<file path="config.mk">
export PLATFORM = sky130hd
export DESIGN_NAME = mii_rmii_bridge
export DESIGN_NICKNAME = d
export VERILOG_FILES = /design/src/rtl/mii_rmii_bridge.sv
export SDC_FILE = /design/constraint.sdc
export NUM_CORES = 1
export LEC_CHECK = 0
export BUFFER_PORTS_ARGS = -buffer_cell sky130_fd_sc_hd__buf_2
export CAP_MARGIN = 20
export CORE_UTILIZATION = 47
export CTS_CLUSTER_DIAMETER = 50
export CTS_CLUSTER_SIZE = 25
export DETAILED_ROUTE_END_ITERATION = 8
export PLACE_DENSITY = 0.76
export SLEW_MARGIN = 15
export SYNTH_ARGS = -nofsm -noshare
export SYNTH_HDL_FRONTEND = slang
export SYNTH_SLANG_ARGS = --single-unit
</file>
<file path="constraint.sdc">
create_clock -name clk -period 4.5 [get_ports clk]
set_input_delay 0.225 -clock clk [delete_from_list [all_inputs] [get_ports clk]]
set_output_delay 0.225 -clock clk [all_outputs]
set_load 0.01 [all_outputs]
</file>
<file path="src/rtl/mii_rmii_bridge.sv">
module mii_rmii_bridge #(
  parameter int SLOW_DIV = 10
) (
  input  logic       clk,
  input  logic       rst_n,
  input  logic       rmii_mode,
  input  logic       speed_100,
  input  logic [3:0] mac_txd,
  input  logic       mac_txen,
  input  logic       mac_txer,
  output logic       mac_tx_take,
  output logic [3:0] mac_rxd,
  output logic       mac_rxdv,
  output logic       mac_rxer,
  output logic       mac_rx_stb,
  output logic       mac_crs,
  output logic       mac_col,
  output logic [3:0] phy_txd,
  output logic       phy_txen,
  output logic       phy_txer,
  input  logic [3:0] phy_rxd,
  input  logic       phy_rxdv,
  input  logic       phy_rxer,
  input  logic       phy_crsdv,
  input  logic       phy_col
);
  localparam int CW = (SLOW_DIV > 1) ? $clog2(SLOW_DIV) : 1;
  localparam logic [CW-1:0] LAST = CW'(SLOW_DIV - 1);

  logic [CW-1:0] div_q;
  logic          tick;

  logic       tx_phase, tx_en_q;
  logic [1:0] tx_hi_q, tx_sym_q;

  logic       rx_lock, rx_phase, rx_err_lo, rx_err_q, rx_stb_q;
  logic [1:0] rx_lo_q;
  logic [3:0] rx_nib_q;

  wire [1:0] sym_in = phy_rxd[1:0];

  assign tick = speed_100 || (div_q == '0);

  always_ff @(posedge clk or negedge rst_n) begin
    if (!rst_n)                        div_q <= '0;
    else if (speed_100 || div_q == LAST) div_q <= '0;
    else                               div_q <= div_q + 1'b1;
  end

  always_ff @(posedge clk or negedge rst_n) begin
    if (!rst_n) begin
      tx_phase <= 1'b0;
      tx_en_q  <= 1'b0;
      tx_hi_q  <= 2'b00;
      tx_sym_q <= 2'b00;
    end else if (!rmii_mode) begin
      tx_phase <= 1'b0;
      tx_en_q  <= 1'b0;
    end else if (tick) begin
      if (!tx_phase) begin
        tx_sym_q <= mac_txen ? mac_txd[1:0] : 2'b00;
        tx_hi_q  <= mac_txd[3:2];
        tx_en_q  <= mac_txen;
        tx_phase <= mac_txen;
      end else begin
        tx_sym_q <= tx_hi_q;
        tx_phase <= 1'b0;
      end
    end
  end

  always_ff @(posedge clk or negedge rst_n) begin
    if (!rst_n) begin
      rx_lock   <= 1'b0;
      rx_phase  <= 1'b0;
      rx_err_lo <= 1'b0;
      rx_err_q  <= 1'b0;
      rx_stb_q  <= 1'b0;
      rx_lo_q   <= 2'b00;
      rx_nib_q  <= 4'h0;
    end else begin
      rx_stb_q <= 1'b0;
      if (!rmii_mode) begin
        rx_lock  <= 1'b0;
        rx_phase <= 1'b0;
      end else if (tick) begin
        if (!phy_crsdv) begin
          rx_lock  <= 1'b0;
          rx_phase <= 1'b0;
        end else if (!rx_lock || !rx_phase) begin
          if (rx_lock || sym_in != 2'b00) begin
            rx_lock   <= 1'b1;
            rx_lo_q   <= sym_in;
            rx_err_lo <= phy_rxer;
            rx_phase  <= 1'b1;
          end
        end else begin
          rx_nib_q <= {sym_in, rx_lo_q};
          rx_err_q <= rx_err_lo | phy_rxer;
          rx_stb_q <= 1'b1;
          rx_phase <= 1'b0;
        end
      end
    end
  end

  assign mac_tx_take = rmii_mode ? (tick && !tx_phase) : 1'b1;
  assign phy_txd     = rmii_mode ? {2'b00, tx_sym_q} : mac_txd;
  assign phy_txen    = rmii_mode ? tx_en_q : mac_txen;
  assign phy_txer    = rmii_mode ? 1'b0 : mac_txer;

  assign mac_rxd     = rmii_mode ? rx_nib_q : phy_rxd;
  assign mac_rxdv    = rmii_mode ? rx_lock : phy_rxdv;
  assign mac_rxer    = rmii_mode ? rx_err_q : phy_rxer;
  assign mac_rx_stb  = rmii_mode ? rx_stb_q : phy_rxdv;
  assign mac_crs     = phy_crsdv;
  assign mac_col     = rmii_mode ? 1'b0 : phy_col;
endmodule


</file>
==> results by group, run 1 <==
Clock tree
  • Worst-case clock buffer depth: 2
  • Clk Latency, worst-skew pair: roughly 300 ps
  • Clk slew on worst S/H paths: about 110 ps
  • CTS buffer count: 3
  • Setup bufs post-CTS: 0
  • CTS H-tree lvls: 1
  • Clk sinks: 21
  • CTS Root Cell: clkbuf_4
  • CTS tree: built

Global route
  • First-pass GRT wire length: roughly 3.3 mm
  • Vias in the first global route: between 700 and 800
  • Antenna violations before repair: 0
  • Largest net degree at the start of global routing: 26
  • Congestion Overflow GR: 0
  • Tot GR Track Use: ~18%

Yosys
  • Seq cells post-synth: 21
  • Synth area leaders: dfrtp_1, mux2_2, nand2_1
  • Sequential-to-total area share from yosys stat: 47.2%
  • Yosys top cell area share: between 40% and 50%
  • Synth top cells by count: dfrtp_1, nand2_1, mux2_2, nor2_1
  • EDFF count, synth: 0
  • Area leader, netlist: dfrtp_1
  • Warnings, synthesis: 0
  • Count leader, synth: dfrtp_1
  • Synth Flop Type: dfrtp_1
  • Post-synth net total: about 130
  • Synth Area per Inst: 10.4 um^2
  • Async set-or-reset flop fraction in the synthesized netlist: 100%
  • Post-Syn Instances: about 110
  • Synthesized area: about 1100 um^2
  • Post-synthesis cell type count: 32

Place
  • IO buf count: 33
  • Placed wire-length estimate: between 1.5 and 2 mm
  • GPL Wtd Cong: ~0.71

Worst setup path
  • Worst setup EP type: primary output
  • Startpoint types: register
  • Crit-path max FO: 9
  • CP arrival: about 1900 ps
  • Worst-path cell chain: inv_1, ha_1, nor3b_2, nor2_1, o21ai_0, buf_2
  • Setup CP Type: register to primary output
  • Required time of the worst setup path: ~4300 ps
  • Crit-path max cell delay: ~440 ps
  • Slowest cell on the critical path: nor2_1

STA
  • Clock skew: roughly 1.2 ps
  • Final hold violation count: 0
  • Slew Limit Fails: 0
  • Max Freq: about 480 MHz
  • RSZ-0062 raised after global routing: false
  • Tmin final: between 2000 and 2500 ps
  • Slew HR: between 50% and 60%
  • TNS Setup: 0 ps
  • Fin crit share: about 47%
  • Worst slew pin tran: between 600 and 700 ps
  • Final Setup Violations: 0

Final layout
  • Nets: about 160
  • Antenna diodes: 0
  • Fill cells: about 200
  • Layout overhead on the synthesized area: 19.6%
  • Layout cells sized above 1: about two fifths

Die
  • Io pins: 34
  • Chip height: ~51 um
  • Site row count: 17
  • Die width: between 50 and 60 um
  • Die area: 2570 um^2
  • Initial Util: 50.3%
  • Core box area: around 2200 um^2

Drt
  • Drt drc: 0
  • 1st-pass router iterations: 4
  • Met2 WL: a little over 1 mm
  • Detailed Route WL: 2.08 mm
  • Vias: 879
  • Routed WL per cell: 12.3 um
  • Post-route ant nets: 0
  • Routed wire length on met3: 77 um
  • Wl on met1: approximately 940 um
  • Initial DRC count: 18
  • Vias per std cell: between 5 and 6
  • Highest routing layer actually used: met4

Pwr
  • Tot Pwr: 0.000423 W
  • Cell area power density: around 320 nW/um^2
  • VDD IR max: between 0.15 and 0.2 mV
  • Leakage: a little under 0.7 nW

Hold path
  • Worst hold path class: input pin to register

Run
  • Max-cap violations: 0

Status
  • Status: finished clean
==> cell families (layout without fill, tap and decap cells) <==
group	after synthesis	in the layout	synth area share [%]
and+or+nand+nor	40	40	18.9
DFF	21	21	47.2
AOI/OAI and AO/OA	18	18	10.9
muxes	15	15	15.4
buffers and inverters	9	43	3.37
adders and majority gates	3	3	3.37
xor gates and xnor gates	1	1	0.788
==> cell type report <==
type | instances | area [um^2] | share of cell area (%)
repair buffers | 34 | 175 | 13.2
multi-input cells | 77 | 549 | 41.3
clock buffers | 4 | 26.3 | 1.98
flip-flops and latches | 21 | 526 | 39.5
inverters | 5 | 18.8 | 1.41
well taps | 28 | 35.0 | 2.63
==> metal layers <==
layer  vias to the layer above  global-route usage, %
li1                        437                      -
met1                       416                   21.2
met2                        21                   29.1
met3                         5                   4.55
met4                         0                   8.33
met5                         -                      0
==> placed cells by master (no fill, tap or decap), types with 2 or more instances in the layout <==
cell type / netlist / routed
a21oi_1: 4 / 4
a32o_1: 2 / 2
buf_2: 0 / 33
clkbuf_4: 0 / 3
dfrtp_1: 21 / 21
ha_1: 3 / 3
inv_1: 5 / 5
mux2_2: 13 / 13
nand2_1: 14 / 14
nor2_1: 8 / 8
nor2b_1: 5 / 5
nor3_1: 3 / 3
nor3b_1: 2 / 2
o21ai_0: 5 / 5
==> worst paths after layout <==
check / startpoint / end / slack, ps / depth (start not counted)
max: div_q[0] / mac_tx_take / 2400 / 6
min reg2reg: rx_err_q / rx_err_q / 490 / 2
min in group asynchronous: rst_n / tx_hi_q[1] / 390 / 2
max reg2reg: div_q[0] / rx_err_lo / 2640 / 6
min: speed_100 / div_q[3] / 170 / 2
max in group asynchronous: rst_n / rx_lo_q[0] / 3800 / 2
==> through the flow <==
| stage | util (%) | hold WS (ps) | instances | setup slack (ps) | area (um^2) |
|---|---|---|---|---|---|
| 2_1_floorplan | - | -70.6 | 107 | 2770 | 1110 |
| 3_3_place_gp | 58.5 | 201 | 164 | 2700 | 1290 |
| 3_5_place_dp | 58.5 | 202 | 164 | 2650 | 1290 |
| 4_1_cts | 60.1 | 155 | 169 | 2390 | 1330 |
| 5_1_grt | 60.1 | 147 | 169 | 2190 | 1330 |
| 6_report | 60.1 | 165 | 169 | 2400 | 1330 |
==> sequential cells by signal, summed over array words and instances, names as in the netlist, 2 cells and up <==
name,count
tx_sym_q,2
rx_nib_q,4
div_q,4
tx_hi_q,2
rx_lo_q,2
==> power breakdown <==
part	switching, W	leakage (nW)	internal (W)
combinational	0.0000476	0.388	0.0000526
sequential	0.0000177	0.273	0.000216
clock	0.0000548	0.0150	0.0000346
total	0.000120	0.676	0.000303
==> worst max-delay path: cells and delay by family (launching register included) <==
| kind | cells | cell delay [ps] |
|---|---|---|
| AO/OA/AOI/OAI | 1 | 140 |
| adder cells (fa/ha/maj) | 1 | 180 |
| buffers and inverters | 2 | 220 |
| AND/OR/NAND/NOR | 2 | 610 |
| flip-flops | 1 | 430 |
==> repair_timing <==
| item | 4_1_cts | 5_1_grt |
|---|---|---|
| hold buffers | 1 | 0 |
| endpoints found under the hold margin | 21 | 0 |
| gates resized for setup | 0 | 0 |
(Power assumes the default switching activity.)
==> run 2: changes to the inputs <==
--- a/config.mk
+++ b/config.mk
@@ -7,7 +7,7 @@
 export LEC_CHECK = 0
 export BUFFER_PORTS_ARGS = -buffer_cell sky130_fd_sc_hd__buf_2
 export CAP_MARGIN = 20
-export CORE_UTILIZATION = 47
+export CORE_UTILIZATION = 45
 export CTS_CLUSTER_DIAMETER = 50
 export CTS_CLUSTER_SIZE = 25
 export DETAILED_ROUTE_END_ITERATION = 8
==> constraint.sdc (replaced) <==
create_clock -name clk -period 1.7 [get_ports clk]
set_input_delay 0.085 -clock clk [delete_from_list [all_inputs] [get_ports clk]]
set_output_delay 0.085 -clock clk [all_outputs]
set_load 0.01 [all_outputs]
==> results by group, run 2 (same netlist as run 1, synthesis figures left out) <==
STA
  • Max Freq: ~570 MHz
  • Final hold violation count: 0
  • Slew HR: 68.9%
  • Tmin final: between 1500 and 2000 ps
  • Clock skew: between 2 and 2.5 ps
  • RSZ-0062 raised after global routing: true
  • TNS Setup: -91.4 ps
  • Worst setup margin: -47.5 ps
  • Fin crit share: 103%
  • Hold slack final: 27.2 ps
  • Slew Limit Fails: 0
  • Worst slew pin tran: roughly 470 ps
  • Final Setup Violations: 2

Clock tree
  • Clk sinks: 21
  • CTS buffer count: 3
  • CTS tree: built
  • CTS H-tree lvls: 1
  • Clk slew on worst S/H paths: between 100 and 150 ps
  • CTS Root Cell: clkbuf_4
  • Clk Latency, worst-skew pair: 300 ps
  • Worst-case clock buffer depth: 2

Worst setup path
  • Required time of the worst setup path: 1620 ps
  • Startpoint types: register
  • Crit-path max FO: 6
  • Reg2reg setup slack: -40 ps
  • Setup CP Type: register to primary output
  • CP arrival: ~1700 ps
  • FF-to-FF Start: div_q[1]
  • R2r endpoint: rx_err_lo
  • Reg2Reg Depth: 6
  • Worst setup EP type: primary output

Die
  • Die width: slightly above 50 um
  • Initial Util: 48.9%
  • Die area: roughly 2700 um^2
  • Site row count: 17
  • Core box area: around 2300 um^2
  • Io pins: 34
  • Chip height: approximately 52 um

Drt
  • Vias per std cell: roughly 5.2
  • Post-route ant nets: 0
  • Drt drc: 0
  • Vias: slightly above 900
  • Detailed Route WL: 2.20 mm
  • 1st-pass router iterations: 5
  • Initial DRC count: 11
  • Routed WL per cell: between 10 and 15 um

Status
  • Failing checks: setup timing
  • Status: finished with violations

Pwr
  • Tot Pwr: roughly 0.0012 W
  • Leakage: between 0.7 and 0.8 nW
  • VDD IR max: around 0.75 mV
  • Cell area power density: approximately 820 nW/um^2

Place
  • GPL Wtd Cong: about 0.74
  • IO buf count: 33
  • Placed wire-length estimate: 1.68 mm

Global route
  • First-pass GRT wire length: 3.57 mm
  • Tot GR Track Use: a little under a fifth
  • Antenna violations before repair: 0
  • Vias in the first global route: roughly 800
  • Largest net degree at the start of global routing: 22
  • Congestion Overflow GR: 0

Final layout
  • Layout overhead on the synthesized area: 27.3%
  • Biggest regs: div_q (4), rx_nib_q (4)
  • Nets: around 170
  • Antenna diodes: 0
  • Commonest non-fill, non-tap cell in the layout: buf_2
  • Layout cells sized above 1: a little under half
  • Most frequent cells in the layout: buf_2, dfrtp_1, nand2_1

Hold path
  • Hold path startpoint: mac_txd[3]
  • Worst hold path class: input pin to register
  • WHS Endpoint: tx_hi_q[1]
  • Hold path cells: 2

Run
  • Max-cap violations: 0
-- run 2: layer usage --
metal / part of all wire, % / global-route usage (%)
met5: 0 / 0
met4: 0.45 / 6.76
met2: 49 / 30.5
met1: 46 / 24.4
met3: 4.5 / 2.63
-- run 2: layout make-up --
type / count / area [um^2]
Fill cell: 208 / 860
Multi-Input combinational cell: 77 / 571
Timing Repair Buffer: 42 / 239
Clock inverter: 1 / 5.00
Sequential cell: 21 / 526
Inverter: 5 / 18.8
Tap cell: 28 / 35.0
Clock buffer: 3 / 22.5
-- run 2: worst max-delay path, stage by stage, from the launching register on --
cell and delay, ps:
dfrtp_1 410, inv_2 90, ha_4 120, nor3b_4 240, nor2_2 100, buf_6 140
o21ai_0 120, buf_2 150
-- run 2: through the flow --
| step | instance area (um^2) | utilization [%] | worst slack, ps | instances |
|---|---|---|---|---|
| global route | 1420 | 62.2 | -133 | 177 |
| floorplan | 1120 | - | -17.1 | 107 |
| detailed placement | 1350 | 59.4 | -45.3 | 171 |
| global placement | 1350 | 59.4 | 34.2 | 171 |
| finish | 1420 | 62.2 | -47.5 | 177 |
| CTS | 1420 | 62.2 | -23.3 | 177 |
-- run 2: worst max-delay path by stage --
stage,from,end,slack [ps]
floorplan,div_q[0],rx_err_lo,-20
global placement,div_q[1],rx_err_lo,30
detailed placement,div_q[1],rx_err_lo,-50
CTS,div_q[1],rx_err_lo,-20
global route,div_q[1],mac_tx_take,-130
finish,div_q[1],mac_tx_take,-50
-- run 2: power by group --
group	switching [W]	leakage, nW	internal (W)
logic	0.000138	0.428	0.000167
registers	0.0000465	0.273	0.000572
clock network	0.000151	0.0177	0.0000877
total	0.000335	0.719	0.000826
-- run 2: what timing repair did --
action                                 in CTS  in global routing
resized for setup                           6                  0
hold buffers                                1                  0
endpoints found under the hold margin      21                  0
cloned                                      0                  0
pin swaps                                   2                  0
setup buffers                               1                  0
setup endpoints to repair                   3                  7
==> run 3: changes to the inputs <==
--- a/config.mk
+++ b/config.mk
@@ -11,7 +11,7 @@
 export CTS_CLUSTER_DIAMETER = 50
 export CTS_CLUSTER_SIZE = 25
 export DETAILED_ROUTE_END_ITERATION = 8
-export PLACE_DENSITY = 0.76
+export PLACE_DENSITY = 0.71
 export SLEW_MARGIN = 15
 export SYNTH_ARGS = -nofsm -noshare
 export SYNTH_HDL_FRONTEND = slang
==> results by group, run 3 (same netlist as run 1, synthesis figures left out) <==
Pwr
  • Cell area power density: about 820 nW/um^2
  • VDD IR max: between 0.5 and 0.6 mV
  • Leakage: slightly above 0.7 nW

Drt
  • Drt drc: 0
  • Post-route ant nets: 0
  • 1st-pass router iterations: 4
  • Vias: a little over 900
  • Detailed Route WL: 2.24 mm
  • Vias per std cell: roughly 5.2
  • Initial DRC count: 12
  • Routed WL per cell: ~13 um

Die
  • Chip height: around 52 um
  • Die area: about 2700 um^2
  • Core box area: between 2000 and 2500 um^2
  • Site row count: 17
  • Io pins: 34
  • Initial Util: about half
  • Die width: just over 50 um

Worst setup path
  • Worst setup EP type: register
  • FF-to-FF Start: div_q[1]
  • Buffers plus inverters on the worst setup path: 1
  • CP arrival: 1940 ps
  • Reg2Reg Depth: 6
  • Crit-path max FO: 3
  • Required time of the worst setup path: approximately 1900 ps
  • Largest delay contributor family on the critical path: simple AND/OR/NAND/NOR gates
  • Crit-path max cell delay: between 400 and 500 ps
  • Slowest cell on the critical path: dfrtp_1
  • Setup CP Type: register to register
  • Reg2reg setup slack: -30 ps
  • R2r endpoint: rx_err_lo
  • Worst-path cell chain: inv_2, ha_4, nor3b_4, o21ai_2, or3b_4, mux2_4
  • Startpoint types: register

Final layout
  • Fill cells: between 150 and 200
  • Layout cells sized above 1: a little under half
  • Layout overhead on the synthesized area: 27.9%
  • Most frequent cells in the layout: buf_2, dfrtp_1, nand2_1
  • Post-route cell area: ~1400 um^2
  • Biggest regs: div_q (4), rx_nib_q (4)
  • Commonest non-fill, non-tap cell in the layout: buf_2
  • Nets: between 150 and 200
  • Antenna diodes: 0

STA
  • Fin crit share: 102%
  • Hold slack final: 19.6 ps
  • RSZ-0062 raised after global routing: true
  • Final hold violation count: 0
  • Clock skew: ~1.8 ps
  • Worst slew pin tran: 459 ps
  • TNS Setup: -38.3 ps
  • Worst setup margin: -32.7 ps
  • Tmin final: between 1500 and 2000 ps
  • Slew Limit Fails: 0
  • Max Freq: 577 MHz
  • Slew HR: approximately 69%
  • Final Setup Violations: 2

Hold path
  • WHS Endpoint: tx_hi_q[0]
  • Hold path startpoint: mac_txd[2]
  • Worst hold path class: input pin to register
  • Hold path cells: 2

Clock tree
  • Clk slew on worst S/H paths: about 110 ps
  • Worst-case clock buffer depth: 2
  • CTS Root Cell: clkbuf_4
  • CTS tree: built
  • Clk sinks: 21
  • Clk Latency, worst-skew pair: 300 ps
  • CTS H-tree lvls: 1
  • CTS buffer count: 3

Global route
  • First-pass GRT wire length: 3.53 mm
  • Congestion Overflow GR: 0
  • Vias in the first global route: 871
  • Largest net degree at the start of global routing: 22
  • Tot GR Track Use: a little under a fifth
  • Antenna violations before repair: 0

Status
  • Status: finished with violations
  • Failing checks: setup timing

Place
  • GPL Wtd Cong: between 0.7 and 0.8
  • Placed wire-length estimate: roughly 1.6 mm
  • IO buf count: 33
  • DP Area: about 1400 um^2

Run
  • Max-cap violations: 0
-- run 3: cell count changes in the layout (fill, tap and decap cells not counted) --
cell,previous run,this run
buf_4,7,8
o21ai_0,5,4
clkbuf_1,0,1
o21ai_1,0,1
clkinv_2,1,0
-- run 3: cell type report --
type	instances	area, um^2	share of cell area (%)
inverter	5	18.8	1.32
tap	28	35.0	2.46
clock buffer	4	26.3	1.85
timing repair buffer	43	246	17.3
multi-input combinational	77	571	40.1
sequential	21	526	36.9
-- run 3: worst max path at each step --
stage	to	slack, ps	from	cells after the start
after floorplan	rx_err_lo	-20	div_q[0]	6
after CTS	rx_err_lo	-20	div_q[1]	6
final	rx_err_lo	-30	div_q[1]	6
after global routing	mac_tx_take	-110	div_q[1]	7
after global placement	rx_err_lo	30	div_q[1]	6
after detailed placement	rx_err_lo	-20	div_q[1]	6
-- run 3: metrics by stage --
step	setup slack, ps	cells	utilization (%)	power [W]
2_1_floorplan	-17.1	107	-	0.000796
3_3_place_gp	26.4	172	59.8	0.000904
3_5_place_dp	-19.8	172	59.8	0.000921
4_1_cts	-16.8	178	62.5	0.00117
5_1_grt	-113	178	62.5	0.00124
6_report	-32.7	178	62.5	0.00117
-- run 3: worst register-to-register path: stages, from the launching register on --
cell and delay, ps:
dfrtp_1 410, inv_2 90, ha_4 120, nor3b_4 230
o21ai_2 90, or3b_4 400, mux2_4 300
-- run 3: report_power, final --
part | switching (W) | total (W) | internal (W) | leakage, nW
clock | 0.000149 | 0.000241 | 0.0000917 | 0.0150
combinational | 0.000138 | 0.000306 | 0.000169 | 0.434
sequential | 0.0000468 | 0.000618 | 0.000572 | 0.273
total | 0.000333 | 0.00117 | 0.000832 | 0.722
-- run 3: routing by layer --
metal / routed length (um) / GRT usage (%) / vias to the layer above / share of wire [%]
li1: - / - / 458 / -
met1: 948 / 20.2 / 444 / 42
met2: 1160 / 32.9 / 25 / 52
met3: 88 / 2.63 / 5 / 3.9
met4: 41 / 9.46 / 0 / 1.8
met5: 0 / 0 / - / 0
-- run 3: repair_timing --
action	4_1_cts	5_1_grt
setup buffers	1	0
pin swaps	2	0
hold endpoints to repair	21	0
hold buffers	1	0
gates resized for setup	7	0
endpoints found under the setup margin	2	6
